--- src/rtl/osc_trim_pkg.sv ---
package osc_trim_pkg;

  // Width of the trim magnitude field
  localparam int MAG_W  = 5;
  // Register data width: magnitude plus sign
  localparam int DATA_W = MAG_W + 1;

  typedef enum logic {
    ADDR_CTRL = 1'b0,
    ADDR_TRIM = 1'b1
  } reg_addr_e;

  typedef struct packed {
    logic             sign;  // 1: add counts, 0: remove counts
    logic [MAG_W-1:0] mag;
  } trim_t;

endpackage

--- src/rtl/osc_trim_rst_sync.sv ---
module osc_trim_rst_sync (
  input  logic clk,
  input  logic rst_n_async,
  output logic rst_n_sync
);

  logic [1:0] stage_q;

  always_ff @(posedge clk or negedge rst_n_async) begin
    if (!rst_n_async) begin
      stage_q <= 2'b00;
    end else begin
      stage_q <= {stage_q[0], 1'b1};
    end
  end

  assign rst_n_sync = stage_q[1];

endmodule

--- src/rtl/osc_trim_regs.sv ---
module osc_trim_regs
  import osc_trim_pkg::*;
(
  input  logic              clk,
  input  logic              rst_n,
  input  logic              wr,
  input  logic              addr,
  input  logic [DATA_W-1:0] wdata,
  output logic [DATA_W-1:0] rdata,
  output logic              cal_mode,
  output trim_t             trim
);

  logic  cal_q, cal_d;
  trim_t trim_q, trim_d;
  logic  wr_ctrl, wr_trim;

  assign wr_ctrl = wr && (reg_addr_e'(addr) == ADDR_CTRL);
  // Trim updates are only accepted in calibration mode
  assign wr_trim = wr && (reg_addr_e'(addr) == ADDR_TRIM) && cal_q;

  always_comb begin
    cal_d  = cal_q;
    trim_d = trim_q;
    if (wr_ctrl) begin
      cal_d = wdata[0];
    end
    if (wr_trim) begin
      trim_d = trim_t'(wdata);
    end
  end

  always_ff @(posedge clk or negedge rst_n) begin
    if (!rst_n) begin
      cal_q  <= 1'b0;
      trim_q <= '0;
    end else begin
      cal_q  <= cal_d;
      trim_q <= trim_d;
    end
  end

  always_comb begin
    if (reg_addr_e'(addr) == ADDR_CTRL) begin
      rdata = {{(DATA_W-1){1'b0}}, cal_q};
    end else begin
      rdata = trim_q;
    end
  end

  assign cal_mode = cal_q;
  assign trim     = trim_q;

  AST_TRIM_LOCKED: assert property (@(posedge clk) disable iff (!rst_n)
    !cal_q |=> $stable(trim_q));

endmodule

--- src/rtl/osc_trim_divider.sv ---
module osc_trim_divider
  import osc_trim_pkg::*;
#(
  parameter int STG1_W = 6,  // 32768 Hz -> 512 Hz
  parameter int STG2_W = 9,  // 512 Hz -> 1 Hz
  parameter int WIN_W  = 6,  // ticks per correction window (log2)
  parameter int STEP   = 4   // counts per magnitude step
) (
  input  logic             clk,
  input  logic             rst_n,
  input  logic             en,
  input  logic             trim_sign,
  input  logic [MAG_W-1:0] trim_mag,
  output logic             tick,
  output logic             sq_raw
);

  localparam int PEND_MAX = ((1 << MAG_W) - 1) * STEP;
  localparam int PEND_W   = $clog2(PEND_MAX + 1);

  logic [STG1_W-1:0] cnt1_q, cnt1_d;
  logic [STG2_W-1:0] cnt2_q, cnt2_d;
  logic [WIN_W-1:0]  win_q, win_d;
  logic [PEND_W-1:0] pend_q, pend_d;
  logic              sign_q, sign_d;
  logic [STG1_W-1:0] raw_q, raw_d;
  logic              tick_q, tick_d;

  logic [1:0]        inc;
  logic [STG1_W:0]   sum1;
  logic [STG2_W:0]   sum2;
  logic              c1, c2, win_wrap;

  // Counts added to stage 1 this cycle: 0 (frozen or swallowed), 1, 2 (injected)
  always_comb begin
    if (!en) begin
      inc = 2'd0;
    end else if (pend_q != '0) begin
      inc = sign_q ? 2'd2 : 2'd0;
    end else begin
      inc = 2'd1;
    end
  end

  always_comb begin
    sum1     = {1'b0, cnt1_q} + (STG1_W+1)'(inc);
    c1       = sum1[STG1_W];
    cnt1_d   = sum1[STG1_W-1:0];
    sum2     = {1'b0, cnt2_q} + (STG2_W+1)'(c1);
    c2       = sum2[STG2_W];
    cnt2_d   = sum2[STG2_W-1:0];
    win_wrap = c2 && (win_q == {WIN_W{1'b1}});
    win_d    = win_q + WIN_W'(c2);
    tick_d   = c2;
    raw_d    = en ? raw_q + STG1_W'(1) : raw_q;
    pend_d   = pend_q;
    sign_d   = sign_q;
    if (win_wrap) begin
      pend_d = PEND_W'(trim_mag) * PEND_W'(STEP);
      sign_d = trim_sign;
    end else if (en && (pend_q != '0)) begin
      pend_d = pend_q - PEND_W'(1);
    end
  end

  always_ff @(posedge clk or negedge rst_n) begin
    if (!rst_n) begin
      cnt1_q <= '0;
      cnt2_q <= '0;
      win_q  <= '0;
      pend_q <= '0;
      sign_q <= 1'b0;
      raw_q  <= '0;
      tick_q <= 1'b0;
    end else begin
      cnt1_q <= cnt1_d;
      cnt2_q <= cnt2_d;
      win_q  <= win_d;
      pend_q <= pend_d;
      sign_q <= sign_d;
      raw_q  <= raw_d;
      tick_q <= tick_d;
    end
  end

  assign tick   = tick_q;
  assign sq_raw = raw_q[STG1_W-1];

  AST_TICK_SINGLE: assert property (@(posedge clk) disable iff (!rst_n)
    tick_q |=> !tick_q);
  AST_FROZEN_NO_TICK: assert property (@(posedge clk) disable iff (!rst_n)
    !en |=> !tick_q);
  AST_SQ_HOLD: assert property (@(posedge clk) disable iff (!rst_n)
    !en |=> $stable(raw_q));
  AST_PEND_LOAD_AT_WRAP: assert property (@(posedge clk) disable iff (!rst_n)
    (pend_q > $past(pend_q)) |-> $past(win_wrap));

endmodule

--- src/rtl/rtc_trim_prescaler.sv ---
module rtc_trim_prescaler
  import osc_trim_pkg::*;
#(
  parameter int STG1_W = 6,
  parameter int STG2_W = 9,
  parameter int WIN_W  = 6,
  parameter int STEP   = 4
) (
  input  logic              clk_osc,
  input  logic              rst_n,
  input  logic              osc_en,
  input  logic              reg_wr,
  input  logic              reg_addr,
  input  logic [DATA_W-1:0] reg_wdata,
  output logic [DATA_W-1:0] reg_rdata,
  input  logic              pfail_in,
  output logic              cal_pfo_out,
  output logic              tick_1hz
);

  logic  rst_n_sync;
  logic  cal_mode;
  trim_t trim;
  logic  sq_raw;

  osc_trim_rst_sync i_rst_sync (
    .clk         (clk_osc),
    .rst_n_async (rst_n),
    .rst_n_sync  (rst_n_sync)
  );

  osc_trim_regs i_regs (
    .clk      (clk_osc),
    .rst_n    (rst_n_sync),
    .wr       (reg_wr),
    .addr     (reg_addr),
    .wdata    (reg_wdata),
    .rdata    (reg_rdata),
    .cal_mode (cal_mode),
    .trim     (trim)
  );

  osc_trim_divider #(
    .STG1_W (STG1_W),
    .STG2_W (STG2_W),
    .WIN_W  (WIN_W),
    .STEP   (STEP)
  ) i_divider (
    .clk       (clk_osc),
    .rst_n     (rst_n_sync),
    .en        (osc_en),
    .trim_sign (trim.sign),
    .trim_mag  (trim.mag),
    .tick      (tick_1hz),
    .sq_raw    (sq_raw)
  );

  assign cal_pfo_out = cal_mode ? sq_raw : pfail_in;

endmodule

--- config.mk ---
export PLATFORM = sky130hd
export DESIGN_NAME = rtc_trim_prescaler
export DESIGN_NICKNAME = d
export VERILOG_FILES = /design/src/rtl/osc_trim_pkg.sv /design/src/rtl/osc_trim_rst_sync.sv /design/src/rtl/osc_trim_regs.sv /design/src/rtl/osc_trim_divider.sv /design/src/rtl/rtc_trim_prescaler.sv
export SDC_FILE = /design/constraint.sdc
export NUM_CORES = 1
export LEC_CHECK = 0
export BUFFER_PORTS_ARGS = -buffer_cell sky130_fd_sc_hd__buf_2
export CELL_PAD_IN_SITES_DETAIL_PLACEMENT = 0
export CELL_PAD_IN_SITES_GLOBAL_PLACEMENT = 1
export CORE_ASPECT_RATIO = 1.1
export CORE_MARGIN = 4
export CORE_UTILIZATION = 50
export CTS_CLUSTER_SIZE = 30
export DETAILED_ROUTE_END_ITERATION = 7
export PLACE_DENSITY_LB_ADDON = 0.1
export SETUP_SLACK_MARGIN = 0.1
export SKIP_CTS_REPAIR_TIMING = 1
export SLEW_MARGIN = 25
export SYNTH_ARGS = -nofsm -noshare
export SYNTH_HDL_FRONTEND = slang
export SYNTH_SLANG_ARGS = --single-unit
--- constraint.sdc ---
create_clock -name clk_osc -period 2.3 [get_ports clk_osc]
set_clock_uncertainty 0.2 [all_clocks]
set_input_delay 0.23 -clock clk_osc [delete_from_list [all_inputs] [get_ports clk_osc]]
set_output_delay 0.23 -clock clk_osc [all_outputs]
set_load 0.01 [all_outputs]
==> results.yml, run 1 <==
power_and_ir_drop:
  finalPower_mw: 2.355
  max-vdd-ir-drop_uv: 368.9
  p_leak_nw: 1.324
  powerDensity_nw_per_um2: 873.9
logic_synthesis:
  ys.warnings.count: 0
  synth_top_area_cell: "dfrtp_1"
  synth_top_area_share_pct: 55.87
  synth.yosys.seq_area_share_pct: 55.87
  syn_inst: 158
  async_reset_ff_share_pct: 100.0
  synth_cell_type_count: 33
  avgSynthCellArea_um2: 12.76
  ys_seq_elements: 45
  ys.flop_type: "dfrtp_1"
  synth_edf_count: 0
  ys_top_cells_by_area: "dfrtp_1 (56%), mux2_2 (6.1%), ha_1 (5.0%)"
  syn_area_um2: 2016
  synth_fp_nets: 179
final_layout:
  multiInputGateArea_um2: 1007
  areaGrowthSynthToFinish_pct: 33.71
  nNetsFinal: 238
  regArea_um2: 1126
  diodes: 0
  fin_area_um2: 2695
  fillers: 269
  final_layout_size_suffix_gt1_share_pct: 46.08
  stdcell_count: 267
setup_path:
  worstPathArrival_ps: 3130
  worstPathRequired_ps: 2270
  cp_common_cell: "and3_4"
  slowest_delay_ps: 510
  path_cells: "nor4_4 -> and3_4 -> ha_4 -> fa_2 -> nand3_2 -> nor2_2 -> ha_2 -> and3_4 -> nand3_4 -> or4_4 -> mux2_4"
  path_max_fanout: 8
  start_kind: "register"
  cp_slowest_cell: "or4_4"
  end_kind: "register"
  worst-setup-path-type: "reg2reg"
cts:
  ctsHtreeMaxLevel: 2
  insertion_delay_ps: 290
  clk_path_buf_depth: 2
  numCtsBuffers: 5
  cts_tree: "built"
  cts.sinks: 45
  clk_pin_slew_worst_paths_ps: 80
  root_buffer: "clkbuf_8"
timing:
  whs_ps: -4.703
  finalHoldViolCount: 11
  finalSetupViolCount: 23
  rsz0062_at_grt: "true"
  max_clock_freq_ghz: 0.3169
  fin_crit_sh_pct: 137.2
  fin_setup_tns_ps: -14570
  maxSlewViolCount: 0
  fin_ws_ps: -856.0
  slew_headroom_pct: 67.14
  finalWorstPathRequiredPeriod_ps: 3156
  tightest_slew_ps: 486.0
floorplan:
  die_h_um: 74.59
  core_um2: 3770
  io_pins: 20
  die_area_um2: 5112
  die_w_um: 68.54
  rows: 23
  initial_utilization_pct: 53.47
global_route:
  grt_use_total_pct: 16.23
  grt_pass1_vias: 1396
  antenna_found_initial: 0
  grt_start_max_net_pins: 29
  overflow: 0
  grt_first_pass_wirelength_um: 6141
placement:
  gp_congestion: 0.7830
  post-dp-hpwl_um: 2710
  dpl_cell_area_um2: 2394
  io_buffers: 19
  dpl.cell_count: 247
  post-place-ws_ps: -895.0
route:
  num_vias: 1368
  drt_iter0_drc: 32
  wire_per_inst_um: 14.31
  remaining_drc_errors: 0
  vias_per_cell: 5.124
  first_pass_iters: 4
  routed_wl_um: 3820
  drt.antenna.violating_nets: 0
outcome:
  status: "finished, violations left"
  violations: "hold timing, setup timing"
min_path:
  worst_hold_path_type: "reg2async"
flow_run:
  drv_cap: 0
## critical path, delay by kind of cell, from the launching register on
kind	cells	cell delay (ps)
and+or+nand+nor	7	1540
adders and majority gates	3	540
DFF	1	420
muxes	1	320
## where the power goes
part	internal, mW	total [mW]	switching [mW]
clock network	0.316	0.565	0.250
registers	0.955	1.10	0.146
logic	0.416	0.689	0.272
total	1.69	2.36	0.668
## synth_stat cells, types with 2 or more instances
master	n
nor2b_1	3
and3_2	2
nand4_1	2
mux2_4	5
o21ai_0	2
and2_1	6
nor2_1	7
mux2_2	11
ha_1	8
xnor2_1	10
nand3_1	8
dfrtp_1	45
and3_1	4
mux2i_1	2
inv_1	4
nand2_1	11
xor2_1	11
a21oi_1	2
## flip-flops by register name, summed over array words and instances (netlist names), 2 cells and up
register and cells:
i_divider.cnt2_q 9, i_divider.cnt1_q 6, i_divider.pend_q 7, i_divider.raw_q 6, i_rst_sync.stage_q 2, i_regs.trim 6, i_divider.win_q 6
## cells in the final DEF, fill, tap and decap left out, drive strengths merged, types with 2 or more instances in the layout
master and instances:
buf 48, dfrtp 45, mux2 16, nand2 11, xor2 11, xnor2 10
nand3 9, ha 8, and2 7, nor2 7, dlygate4sd3 6, and3 6
clkbuf 5, inv 4, nor2b 3, a21oi 2, nand4 2, o21ai 2
mux2i 2, or4 2
## final timing paths
kind | start | end | slack, ps | depth (start not counted)
max in group asynchronous | i_rst_sync.stage_q[1] | i_divider.pend_q[3] | 1570 | 1
min | i_rst_sync.stage_q[1] | i_divider.cnt1_q[5] | -5 | 1
min in group clk_osc | reg_wdata[3] | i_regs.trim[3] | 0 | 2
min reg2reg | i_rst_sync.stage_q[1] | i_divider.cnt1_q[5] | -5 | 1
max | i_divider.pend_q[3] | i_divider.pend_q[3] | -860 | 11
max reg2reg | i_divider.pend_q[3] | i_divider.pend_q[3] | -860 | 11
## metal layers
layer	GRT usage, %	vias up	routed length [um]
li1	-	654	-
met1	20.36	689	1671
met2	26.83	15	1996
met3	3.474	10	82
met4	7.064	0	70
met5	0	-	0
## kinds of logic after synthesis
logic type	count (synthesis)	synth area share (%)
other	1	0.1860
and+or+nand+nor	50	13.66
DFF	45	55.87
adders and majority gates	9	5.959
buffers and inverters	6	1.551
xor gates and xnor gates	21	9.124
muxes	18	10.86
AOI/OAI and AO/OA	8	2.794
## metrics by stage
step	utilization, %	hold slack, ps
global placement	63.49	-185.0
CTS	66.25	-500.8
floorplan	-	-265.6
finish	71.49	-4.703
global route	71.49	7.940
detailed placement	63.49	-183.8
## area by class of cell
class	instances	area share (%)
clock buffer	5	2.553
clock inverter	2	1.300
inverter	4	0.5571
multi-input combinational	107	37.37
sequential	45	41.78
tap	50	2.321
timing repair buffer	54	14.11
Power figures use the tool's default switching activity.
==> run 2, diff against run 1 <==
CORE_MARGIN = 5   (was 4)
==> results.yml, run 2 (synthesized netlist as in run 1, its figures left out) <==
setup_path:
  r2r_cells: 11
  path_cells: "nor4_4 -> and3_4 -> ha_4 -> fa_2 -> nand3_2 -> nor2_1 -> ha_2 -> and3_4 -> nand3_4 -> or4_4 -> mux2_4"
  cp_num_cells: 11
  cp-startpoint: "i_divider.pend_q[3]"
  r2r-end: "i_divider.pend_q[2]"
  path_max_fanout: 7
  worst-setup-path-type: "reg2reg"
  critical_path.top_delay_family: "simple AND/OR/NAND/NOR gates"
  worstPathRequired_ps: 2280
  path_buf_inv: 0
  r2r_setup_slack_ps: -860
  timing.critical_path.to: "i_divider.pend_q[2]"
  slowest_delay_ps: 500
  end_kind: "register"
  cp_slowest_cell: "or4_4"
  start_kind: "register"
  cp_common_cell: "and3_4"
  r2r_start: "i_divider.pend_q[3]"
  worstPathArrival_ps: 3140
floorplan:
  rows: 24
  die_w_um: 70.54
  die_area_um2: 5403
  die_h_um: 76.59
  initial_utilization_pct: 51.24
  core_um2: 3934
  io_pins: 20
final_layout:
  stdcell_count: 270
  largest_reg_flops: 9
  regMostFlops: "i_divider.cnt2_q"
  final_cell_mix: "dfrtp_1 (44), buf_4 (27), buf_2 (19)"
  areaGrowthSynthToFinish_pct: 31.22
  final_layout_size_suffix_gt1_share_pct: 44.04
  diodes: 0
  nNetsFinal: 238
  fin_util_pct: 67.24
  reg_top3: "i_divider.cnt2_q x9, i_divider.pend_q x7"
  layout_commonest_cell: "dfrtp_1"
timing:
  tightest_slew_ps: 587.1
  finalHoldViolCount: 0
  fin_ws_ps: -858.3
  rsz0062_at_grt: "true"
  finalSetupViolCount: 23
  fin_setup_tns_ps: -14180
  max_clock_freq_ghz: 0.3166
  slew_headroom_pct: 60.86
  maxSlewViolCount: 0
  fin_crit_sh_pct: 137.3
  finalWorstPathRequiredPeriod_ps: 3158
power_and_ir_drop:
  pwr-share-clk_pct: 20.4
  p_leak_nw: 1.312
  seqPwrFrac_pct: 49.2
  switching_share_pct: 29.69
  internal-power_mw: 1.585
  p_switching_mw: 0.6695
  powerDensity_nw_per_um2: 852.4
  pwr-share-comb_pct: 30.4
  max-vdd-ir-drop_uv: 465.7
cts:
  cts_tree: "built"
  numCtsBuffers: 5
  clk_pin_slew_worst_paths_ps: 80
  insertion_delay_ps: 300
  clk_path_buf_depth: 2
  root_buffer: "clkbuf_8"
  ctsHtreeMaxLevel: 2
  cts.sinks: 45
outcome:
  violations: "setup timing"
  status: "finished, violations left"
min_path:
  worst_hold_path_type: "in2async"
route:
  wire_per_inst_um: 13.92
  vias_per_cell: 4.967
  num_vias: 1341
  remaining_drc_errors: 0
  first_pass_iters: 4
  drt.antenna.violating_nets: 0
  drt_iter0_drc: 21
  routed_wl_um: 3758
placement:
  gp_congestion: 0.7788
  dpl.cell_count: 249
  post-dp-hpwl_um: 2716
  io_buffers: 19
global_route:
  overflow: 0
  antenna_found_initial: 0
  grt_first_pass_wirelength_um: 6120
  grt_pass1_vias: 1395
  grt_start_max_net_pins: 29
  grt_use_total_pct: 14.61
flow_run:
  drv_cap: 0
==> run 2: cell count changes in the layout (fill, tap and decap cells not counted), sizes merged <==
cell,delta
buf,-1
bufinv,-1
clkbuf,+1
clkinv,+1
dlygate4sd3,+1
==> run 2: worst min path at each step <==
stage	endpoint	start	depth (start not counted)	slack [ps]
floorplan	i_rst_sync.stage_q[0]	rst_n	0	-270
global placement	i_rst_sync.stage_q[0]	rst_n	1	-190
detailed placement	i_rst_sync.stage_q[0]	rst_n	1	-180
CTS	i_rst_sync.stage_q[1]	rst_n	1	-510
global route	i_rst_sync.stage_q[0]	rst_n	2	40
finish	i_rst_sync.stage_q[0]	rst_n	2	40
==> run 2: per-stage QoR <==
| step | setup WS (ps) | instance area, um2 | hold WS [ps] | total power, mW |
|---|---|---|---|---|
| floorplan | -835.9 | 2087 | -265.6 | 1.502 |
| global route | -961.1 | 2645 | 42.27 | 2.396 |
| finish | -858.3 | 2645 | 39.39 | 2.255 |
| CTS | -926.8 | 2480 | -509.2 | 2.226 |
| detailed placement | -898.1 | 2397 | -184.5 | 1.757 |
| global placement | -832.1 | 2397 | -185.0 | 1.710 |
==> run 2: worst reg2reg max path: cells and delay by family (launching register included) <==
family | cells | cell delay (ps)
flip-flops | 1 | 420
adder cells (fa/ha/maj) | 3 | 540
AND/OR/NAND/NOR | 7 | 1540
multiplexers | 1 | 330
==> run 2: layout make-up <==
cell class	count	area, um2
Multi-Input combinational cell	107	975.9
Sequential cell	45	1127
Clock buffer	6	72.57
Timing Repair Buffer	54	379.1
Inverter	4	15.01
Fill cell	312	1289
Clock inverter	2	10.01
Tap cell	52	65.06
==> run 2: power by group through the flow <==
stage / clock network, mW / registers [mW] / logic (mW)
global route: 0.510 / 1.13 / 0.755
floorplan: 0 / 1.11 / 0.397
CTS: 0.480 / 1.11 / 0.639
finish: 0.460 / 1.11 / 0.686
global placement: 0 / 1.11 / 0.598
detailed placement: 0 / 1.12 / 0.633
==> run 2: routing by layer <==
metal	vias up	track usage, %	wire [um]
met2	14	24.53	1905
met4	0	8.271	81
met1	664	16.23	1649
met3	10	4.485	120
li1	653	-	-
met5	-	0	0
==> run 3, diff against run 2 <==
CORE_ASPECT_RATIO = 0.9   (was 1.1)
clock period = 3.7 ns   (was 2.3 ns; I/O delays follow)
==> results.yml, run 3 (synthesized netlist as in run 1, its figures left out) <==
outcome:
  status: "finished, final reports clean"
timing:
  tightest_slew_ps: 532.3
  max_clock_freq_ghz: 0.2978
  whs_ps: 100.1
  slew_headroom_pct: 64.01
  finalHoldViolCount: 0
  rsz0062_at_grt: "false"
  fin_crit_sh_pct: 90.76
  maxSlewViolCount: 0
  finalSetupViolCount: 0
  fin_setup_tns_ps: 0
  finalWorstPathRequiredPeriod_ps: 3358
route:
  num_vias: 1224
  vias_per_cell: 5.253
  routed_wl_um: 3362
  wire_per_inst_um: 14.43
  remaining_drc_errors: 0
  drt_iter0_drc: 69
  first_pass_iters: 4
  drt.antenna.violating_nets: 0
floorplan:
  die_w_um: 76.93
  die_area_um2: 5403
  rows: 21
  die_h_um: 70.24
  core_um2: 3810
  io_pins: 20
  initial_utilization_pct: 52.91
final_layout:
  reg_top3: "i_divider.cnt2_q x9, i_divider.pend_q x7"
  final_layout_size_suffix_gt1_share_pct: 29.41
  diodes: 0
  multiInputGateArea_um2: 865.8
  fin_area_um2: 2326
  regArea_um2: 1126
  areaGrowthSynthToFinish_pct: 15.39
  largest_reg_flops: 9
  regMostFlops: "i_divider.cnt2_q"
  final_cell_mix: "dfrtp_1 (45), buf_2 (19), nand2_1 (11), xor2_1 (11), mux2_2 (11)"
  layout_commonest_cell: "dfrtp_1"
  fillers: 313
  nNetsFinal: 207
  stdcell_count: 233
min_path:
  whs_endpoint: "i_regs.trim[3]"
  worst_hold_path_type: "in2reg"
  hold_depth: 2
  worstHoldStart: "reg_wdata[3]"
power_and_ir_drop:
  p_leak_nw: 1.207
  powerDensity_nw_per_um2: 610.4
  max-vdd-ir-drop_uv: 293.8
setup_path:
  end_kind: "register"
  r2r-end: "i_divider.pend_q[3]"
  start_kind: "register"
  r2r_setup_slack_ps: 340
  worstPathArrival_ps: 3350
  r2r_start: "i_divider.pend_q[3]"
  worstPathRequired_ps: 3690
  r2r_cells: 12
  path_max_fanout: 8
  worst-setup-path-type: "reg2reg"
cts:
  insertion_delay_ps: 300
  numCtsBuffers: 5
  clk_path_buf_depth: 2
  root_buffer: "clkbuf_8"
  clk_pin_slew_worst_paths_ps: 80
  cts_tree: "built"
  cts.sinks: 45
  ctsHtreeMaxLevel: 2
global_route:
  grt_use_total_pct: 13.89
  antenna_found_initial: 0
  grt_start_max_net_pins: 44
  overflow: 0
  grt_pass1_vias: 1280
  grt_first_pass_wirelength_um: 5927
placement:
  dpl_cell_area_um2: 2175
  io_buffers: 19
  dpl.cell_count: 224
  gp_congestion: 0.7463
  post-dp-hpwl_um: 2474
flow_run:
  drv_cap: 0
[run 3: changes by cell type in the layout (fill, tap and decap cells not counted), sizes merged]
cell / change
buf: -25
bufinv: +2
clkinv: -1
clkbuf: -1
dlygate4sd3: -6
[run 3: how the worst max path moves through the flow]
stage | start | end | cells past startpoint
after floorplan | i_divider.pend_q[0] | i_divider.pend_q[2] | 14
after global placement | i_divider.pend_q[3] | i_divider.pend_q[3] | 12
after detailed placement | i_divider.pend_q[0] | i_divider.pend_q[3] | 13
after CTS | i_divider.pend_q[0] | i_divider.pend_q[3] | 13
after global routing | i_divider.pend_q[3] | i_divider.win_q[4] | 15
final | i_divider.pend_q[3] | i_divider.pend_q[3] | 12
[run 3: area by class of cell]
class / instances / area share (%)
clock inverter: 3 / 2.797
sequential: 45 / 48.41
timing repair buffer: 23 / 5.487
clock buffer: 5 / 2.959
tap: 46 / 2.474
inverter: 4 / 0.6455
multi-input combinational: 107 / 37.22
[run 3: worst max-delay path, stage by stage, from the launching register on]
cell and delay (ps):
dfrtp_1 450, nor4_1 290, buf_4 180, and3_1 160, ha_1 180, fa_1 210
nand3_1 110, nor2_1 130, ha_1 190, and3_1 170, nand3_2 120, or4_4 520
mux2_4 330
[run 3: routing by layer]
metal / GRT usage, % / routed length, um / vias to the layer above
li1: - / - / 587
met1: 18.94 / 1603 / 613
met2: 20.36 / 1583 / 17
met3: 3.599 / 99 / 7
met4: 6.990 / 76 / 0
met5: 0 / 0 / -
[run 3: through the flow]
step                worst slack [ps]  power (mW)  utilization, %
global placement               280.5      0.9747           57.08
detailed placement             203.2      0.9956           57.08
floorplan                      258.6      0.8952               -
finish                         341.8       1.420           61.05
CTS                            188.9       1.431           60.59
global route                   96.83       1.510           61.05
[run 3: where the power goes]
part | total [mW] | switching [mW] | internal (mW)
combinational | 0.301 | 0.124 | 0.177
sequential | 0.684 | 0.0902 | 0.593
clock | 0.435 | 0.167 | 0.268
total | 1.42 | 0.381 | 1.04
